<file path="config.mk">
export PLATFORM = sky130hd
export DESIGN_NAME = sync_frame_tx
export DESIGN_NICKNAME = d
export VERILOG_FILES = /design/src/rtl/sync_frame_tx.sv
export SDC_FILE = /design/constraint.sdc
export NUM_CORES = 1
export LEC_CHECK = 0
export ABC_AREA = 1
export CAP_MARGIN = 20
export CORE_ASPECT_RATIO = 1.1
export CORE_MARGIN = 2
export CORE_UTILIZATION = 30
export CTS_CLUSTER_SIZE = 24
export DETAILED_ROUTE_END_ITERATION = 16
export DONT_BUFFER_PORTS = 1
export PLACE_DENSITY_LB_ADDON = 0.05
export SLEW_MARGIN = 30
export SYNTH_ARGS = -nofsm -noshare
export SYNTH_HDL_FRONTEND = slang
export SYNTH_SLANG_ARGS = --single-unit
</file>
<file path="constraint.sdc">
create_clock -name clk -period 7.2 [get_ports clk]
set_input_delay 0.72 -clock clk [delete_from_list [all_inputs] [get_ports clk]]
set_output_delay 0.72 -clock clk [all_outputs]
set_load 0.02 [all_outputs]
</file>
<file path="src/rtl/sync_frame_tx.sv">
module sync_frame_tx #(
  parameter int DW = 32,
  parameter int SW = 16,
  localparam int DLW = $clog2(DW + 1),
  localparam int SLW = $clog2(SW + 1)
) (
  input  logic           clk,
  input  logic           rst_n,
  input  logic           wr_en,
  input  logic [DW-1:0]  wr_data,
  input  logic           start_evt,
  input  logic           clk_sel,
  input  logic           tclk_a_en,
  input  logic           tclk_b_en,
  input  logic [DLW-1:0] cfg_data_len,
  input  logic [SLW-1:0] cfg_sync_len,
  input  logic [SW-1:0]  cfg_sync_pat,
  input  logic           cfg_msb_first,
  output logic           txd,
  output logic           frame_sync,
  output logic           txrdy,
  output logic           txempty
);

  logic [DW-1:0]  hold_q, sh;
  logic [SW-1:0]  ssh;
  logic           hold_v, busy, msb_q, txd_q, fs_q;
  logic [SLW-1:0] scnt;
  logic [DLW-1:0] dcnt;

  wire bit_en = clk_sel ? tclk_b_en : tclk_a_en;
  wire last   = busy && scnt == '0 && dcnt == '0;
  wire launch = bit_en && start_evt && hold_v && (!busy || last);

  wire [DLW-1:0] dlen = (cfg_data_len == '0) ? DLW'(1) :
                        (cfg_data_len > DLW'(DW)) ? DLW'(DW) : cfg_data_len;
  wire [SLW-1:0] slen = (cfg_sync_len > SLW'(SW)) ? SLW'(SW) : cfg_sync_len;

  wire [DW-1:0] data_al = cfg_msb_first ? (hold_q << (DLW'(DW) - dlen)) : hold_q;
  wire [SW-1:0] sync_al = cfg_sync_pat << (SLW'(SW) - slen);
  wire          first_bit = cfg_msb_first ? data_al[DW-1] : data_al[0];
  wire [DW-1:0] data_adv  = cfg_msb_first ? (data_al << 1) : (data_al >> 1);
  wire          next_bit  = msb_q ? sh[DW-1] : sh[0];
  wire [DW-1:0] sh_adv    = msb_q ? (sh << 1) : (sh >> 1);

  always_ff @(posedge clk) begin
    if (!rst_n) begin
      hold_q <= '0;
      hold_v <= 1'b0;
      busy   <= 1'b0;
      sh     <= '0;
      ssh    <= '0;
      scnt   <= '0;
      dcnt   <= '0;
      msb_q  <= 1'b0;
      txd_q  <= 1'b0;
      fs_q   <= 1'b0;
    end else begin
      if (launch) hold_v <= 1'b0;
      if (wr_en) begin
        hold_q <= wr_data;
        hold_v <= 1'b1;
      end
      if (bit_en) begin
        if (launch) begin
          busy  <= 1'b1;
          msb_q <= cfg_msb_first;
          fs_q  <= 1'b1;
          if (slen != '0) begin
            txd_q <= sync_al[SW-1];
            ssh   <= sync_al << 1;
            scnt  <= slen - SLW'(1);
            sh    <= data_al;
            dcnt  <= dlen;
          end else begin
            txd_q <= first_bit;
            sh    <= data_adv;
            scnt  <= '0;
            dcnt  <= dlen - DLW'(1);
          end
        end else if (busy) begin
          if (scnt != '0) begin
            txd_q <= ssh[SW-1];
            ssh   <= ssh << 1;
            scnt  <= scnt - SLW'(1);
            fs_q  <= 1'b1;
          end else if (dcnt != '0) begin
            txd_q <= next_bit;
            sh    <= sh_adv;
            dcnt  <= dcnt - DLW'(1);
            fs_q  <= 1'b0;
          end else begin
            busy <= 1'b0;
            fs_q <= 1'b0;
          end
        end else begin
          fs_q <= 1'b0;
        end
      end
    end
  end

  assign txd        = txd_q;
  assign frame_sync = fs_q;
  assign txrdy      = !hold_v;
  assign txempty    = !hold_v && !busy;

  assert_launch_needs_start_R2: assert property (@(posedge clk) disable iff (!rst_n)
    $rose(busy) |-> $past(start_evt && bit_en));

  assert_quiet_between_ticks_R3: assert property (@(posedge clk) disable iff (!rst_n)
    !bit_en |=> ($stable(txd) && $stable(frame_sync)));

  assert_marker_at_launch_R6: assert property (@(posedge clk) disable iff (!rst_n)
    $rose(busy) |-> frame_sync);

  assert_write_clears_ready_R7: assert property (@(posedge clk) disable iff (!rst_n)
    wr_en |=> !txrdy);

  assert_empty_implies_ready_R8: assert property (@(posedge clk) disable iff (!rst_n)
    txempty |-> txrdy);

  assert_idle_line_holds_R9: assert property (@(posedge clk) disable iff (!rst_n)
    (!busy && $past(!busy)) |-> $stable(txd));

endmodule

</file>
* Word-level counts from Yosys, hierarchy flattened *
Index checks and enable logic that the tools add are counted.
Widths: inputs -> output; s select.

word-level totals
  register bits = 96
  bits in latches = 0
  bits in writable memories = 0
  memory bits (read-only) = 0
  memories = 0

operators by class
  add/sub/neg operators = 6
  multipliers = 0
  div/mod/pow operators = 0
  order comparisons = 2
  equal/unequal tests = 2
  shift operators = 2
  multiplexer cells = 41
  bitwise gates (word level) = 0
  reduce and logical (&&, ||, !) cells = 25

operators by type and width
  kind                 count
  $mux 32              8
  $mux 16              4
  $mux 6               7
  $shl 32x6->32        1
  $mux 5               5
  $mux 1               17
  $shl 16x5->16        1
  $logic_not 6->1      2
  $sub 6x1->6 const B  2
  $reduce_bool 5->1    2
  $sub 5x1->5 const B  2
  $reduce_and 4->1     2
  $reduce_bool 2->1    4
  $gt 6x6->1 const B   1
  $logic_and 1x1->1    6
  $reduce_and 3->1     2
  $reduce_bool 6->1    1
  $sub 6x6->6 const A  1
  $gt 5x5->1 const B   1
  $logic_not 5->1      1
  $sub 5x5->5 const A  1
  $reduce_bool 3->1    1
  $logic_not 1->1      2
  $ne 2x1->1 const B   1
  other kinds (3)      3

* Logic depth before layout (Yosys ltp) *
  depth after elaboration = 9
  mapped depth = 20
  gate-level depth less buffers = 17

* Worst setup path after synthesis *
OpenSTA, ideal clock, no wires.

  kind = input to register
  from = input cfg_data_len[2]
  to = register sh[7]
  library setup time = 0.109 ns
  arrival = 2.861 ns
  data required time = 7.091 ns
  setup slack = 4.230 ns
  stages on the path = 18
  buffers on the path = 3
  cells stage by stage = nor2_1 > nand3_1 > nand2_2 > nand2_2 > buf_2 > buf_6 > ha_1 > clkinv_1 > clkbuf_1 > nand3_1 > nand3_1 > nand2_1 > nand3_1 > o21ai_0 > a21oi_1 > nand3_1 > nand2_1 > inv_1

between the ends
  longest elaborated chain between the ends = 9

RTL lines
  what                  line  RTL
  from (decl)           15    input logic [DLW-1:0] cfg_data_len,
  $gt 6x6->1            36    (cfg_data_len > DLW'(DW)) ? DLW'(DW) : cfg_data_len;
  $mux 6                36
  $mux 6 (*)            35    wire [DLW-1:0] dlen = (cfg_data_len == '0) ? DLW'(1) :
  $sub 6x6->6 (*)       39    wire [DW-1:0] data_al = cfg_msb_first ? (hold_q << (DLW'(DW) - dlen)) : hold_q;
  $shl 32x6->32 (*)     39
  $mux 32 (*)           39
  $mux 32               42    wire [DW-1:0] data_adv = cfg_msb_first ? (data_al << 1) : (data_al >> 1);
  $mux 32 (*)           69    if (slen != '0) begin
  $mux 32 (*)           65    if (launch) begin
  to (signal assigned)  73    sh <= data_al;
  to (signal assigned)  77    sh <= data_adv;
  to (signal assigned)  89    sh <= sh_adv;
  to (decl)             25    logic [DW-1:0] hold_q, sh;

Every way passes the cells marked *; elsewhere a longest branch is shown, timed or not.
A chain may end at the register's enable or synchronous reset.

* Worst setup path after layout *
  from = input cfg_data_len[2]
  to = register sh[22]

Same word-level chain as after synthesis.

==> results.toml <==
[outcome]
status = "completed"

[layout]
fillers = 2933
drive_gt1_share_pct = 4.80
finalInstanceArea_um2 = 7960
diodes = 0
nets = 1339
areaGrowthSynthToFinish_pct = 4.61
fin_util_pct = 31.7
stdcell_count = 1587

[place]
dp.cells = 1571
portBuffers = 0
postPlaceCellArea_um2 = 7680
hpwlAfterDp_um = 21100
pre_cts_ws_ns = 1.80
gp_congestion = 0.933

[clock_tree]
post_cts_resized = 0
path_clk_slew_ns = 0.08
post_cts_buffers = 0
cts_buffer_depth = 2
cts_tree = "yes"
htree_levels = 3
clock_sinks = 95
clk_latency_ns = 0.37
cts_made_buffers = 9
clock-root-buffer = "clkbuf_16"
cts_hold_buffers = 0

[run]
maxCapViolCount = 0

[global_route]
globalRouteTotalUtil_pct = 22.2
grt_overflow = 0
antenna_found_initial = 0
grt_pass1_wl_um = 46200
grt_max_degree = 62
grt_pass1_vias = 8386

[yosys]
synth_flop_cell = "dfxtp_1"
syn_area_per_cell_um2 = 5.70
synth-adder-area-share_pct = 0.823
synth_compound_area_share_pct = 20.7
synth-simple-area-share_pct = 41.1
ys_types = 39
seq_area_frac_synth_pct = 25.0
synth_top_area_share_pct = 25.0
synth_edf_count = 0
synth-xor-area-share_pct = 0.888
ys_ff_latch = 95
ys.warnings.count = 0
yosys.area.top_type = "dfxtp_1"
synthMuxAreaShare_pct = 0.132
ys_top_cells_by_area = "dfxtp_1 25%, nand3_1 18%, nand2_1 17%, a21oi_1 8.0%, o21ai_0 7.6%"
syn_area_um2 = 7610
async_reset_ff_share_pct = 0
synth.most_common_cell = "nand2_1"
syn-num-nets = 1407
ys_top_cells_by_count = "349 x nand2_1, 275 x nand3_1, 122 x a21oi_1"
synth_top_family_by_area = "simple AND/OR/NAND/NOR gates"
syn_inst = 1335

[sta]
setup_slack_ns = 2.75
rsz0062_at_grt = "no"
worst_pin_slew_ns = 0.892
max_clock_freq_mhz = 225
max_slew_margin_pct = 40.3
min_period_ns = 4.45
setup_tns_ns = 0
finClkSkew_ns = 0.0133
slew_viol_final = 0
whs_ns = 0.470
setup_viol = 0
period_share_pct = 61.8
hold_viol_final = 0

[floorplanning]
die_width_um = 156
initial_utilization_pct = 30.3
dieArea_um2 = 26600
io_pins = 71
dieHeight_um = 171
core_um2 = 25100
std_cell_rows = 61

[drt]
routed-via-count = 8623
drt_iter0_drc = 716
drt_wl_total_um = 28900
drt_pass1_iterations = 6
ant_nets = 0
viasPerCell = 5.43
drc = 0
wl_per_cell_um = 18.2

[min_path]
hp-start = "scnt[1]"
whs_endpoint = "scnt[1]"
hold_class = "register to register"
min_delay_path_depth = 2

[pwr]
combPwrFrac_pct = 30.3
p_clk_share_pct = 31.6
power_switching_mw = 0.591
intPower_mw = 0.923
switching_share_pct = 39.0
power_mw = 1.51
p_seq_share_pct = 38.0
pwr_density_cell_nw_per_um2 = 190
vdd_drop_max_uv = 78.9
leakage_nw = 3.49

[worst_setup_path]
r2r_end = "ssh[13]"
r2r_cells = 16
path_class = "input port to register"
r2r_slack_ns = 3.75
required_ns = 7.52
cp.arrival_ns = 4.76
endpoint_kind = "register"
path_max_fanout = 41
critPathLaunchType = "input port"
reg2reg_from = "scnt[0]"
how the worst max path moves through the flow:
stage	slack (ns)	to	startpoint	cells past startpoint
after floorplan	4.23	sh[7]	cfg_data_len[2]	18
after global placement	1.82	sh[28]	cfg_data_len[2]	17
after detailed placement	1.80	sh[28]	cfg_data_len[2]	17
after CTS	2.16	sh[28]	cfg_data_len[2]	17
after global routing	2.40	sh[22]	cfg_data_len[2]	15
final	2.75	sh[22]	cfg_data_len[2]	15
cells in the final DEF, fill, tap and decap left out, drive strengths merged, types with 14 or more instances in the layout:
master,Yosys,final
nor2,75,75
inv,123,126
a31oi,20,20
o21ai,121,121
a21oi,123,123
dfxtp,95,95
nand3,275,275
nand2,354,354
o211ai,14,14
sequential cells by signal, indices dropped and copies added, names as in the netlist:
register and cells:
hold_v 1, scnt 5, msb_q 1, dcnt 6, sh 32, frame_sync 1, ssh 15, hold_q 32
busy 1, txd 1
layer usage:
metal  vias to the layer above  global-route usage (%)  wire length [µm]
li1                       4343                       -                 -
met1                      4037                    27.0             12400
met2                       190                    39.6             14400
met3                        53                    3.39              1150
met4                         0                    7.70               941
met5                         -                       0                 0
logic make-up (layout without fill, tap and decap cells):
kind of cell    after synthesis  after routing
mux                           1              1
simple gates                722            722
buf+inv                     214            151
flops                        95             95
compound gates              292            292
fa+ha+maj                     5              5
xor+xnor                      6              6
final cells by class:
class	instances	area, µm²	area share [%]
multi-input cells	1026	4850	61.0
well taps	315	394	4.95
clock inverters	6	45.0	0.566
clock buffers	10	229	2.88
inverters	127	477	5.99
repair buffers	8	60.1	0.755
flip-flops and latches	95	1900	23.9
worst max-delay path, stage by stage:
cell,delay (ns)
nor2_1,0.08
nand3_1,0.11
nand2_2,0.57
nand2_2,0.68
ha_1,0.49
nand2_1,0.10
xor2_1,0.23
inv_1,0.20
nor2_1,0.72
nand4_1,0.34
nand3_1,0.22
nand2_1,0.07
nand3_1,0.10
nand2_1,0.05
inv_1,0.04
power groups by stage:
stage	combinational, mW	clock, mW	sequential (mW)
detailed placement	0.457	0	0.588
finish	0.459	0.479	0.576
floorplan	0.353	0	0.577
global placement	0.461	0	0.588
global route	0.522	0.512	0.578
CTS	0.459	0.492	0.576
No activity file was read; power rests on OpenSTA's default activity.
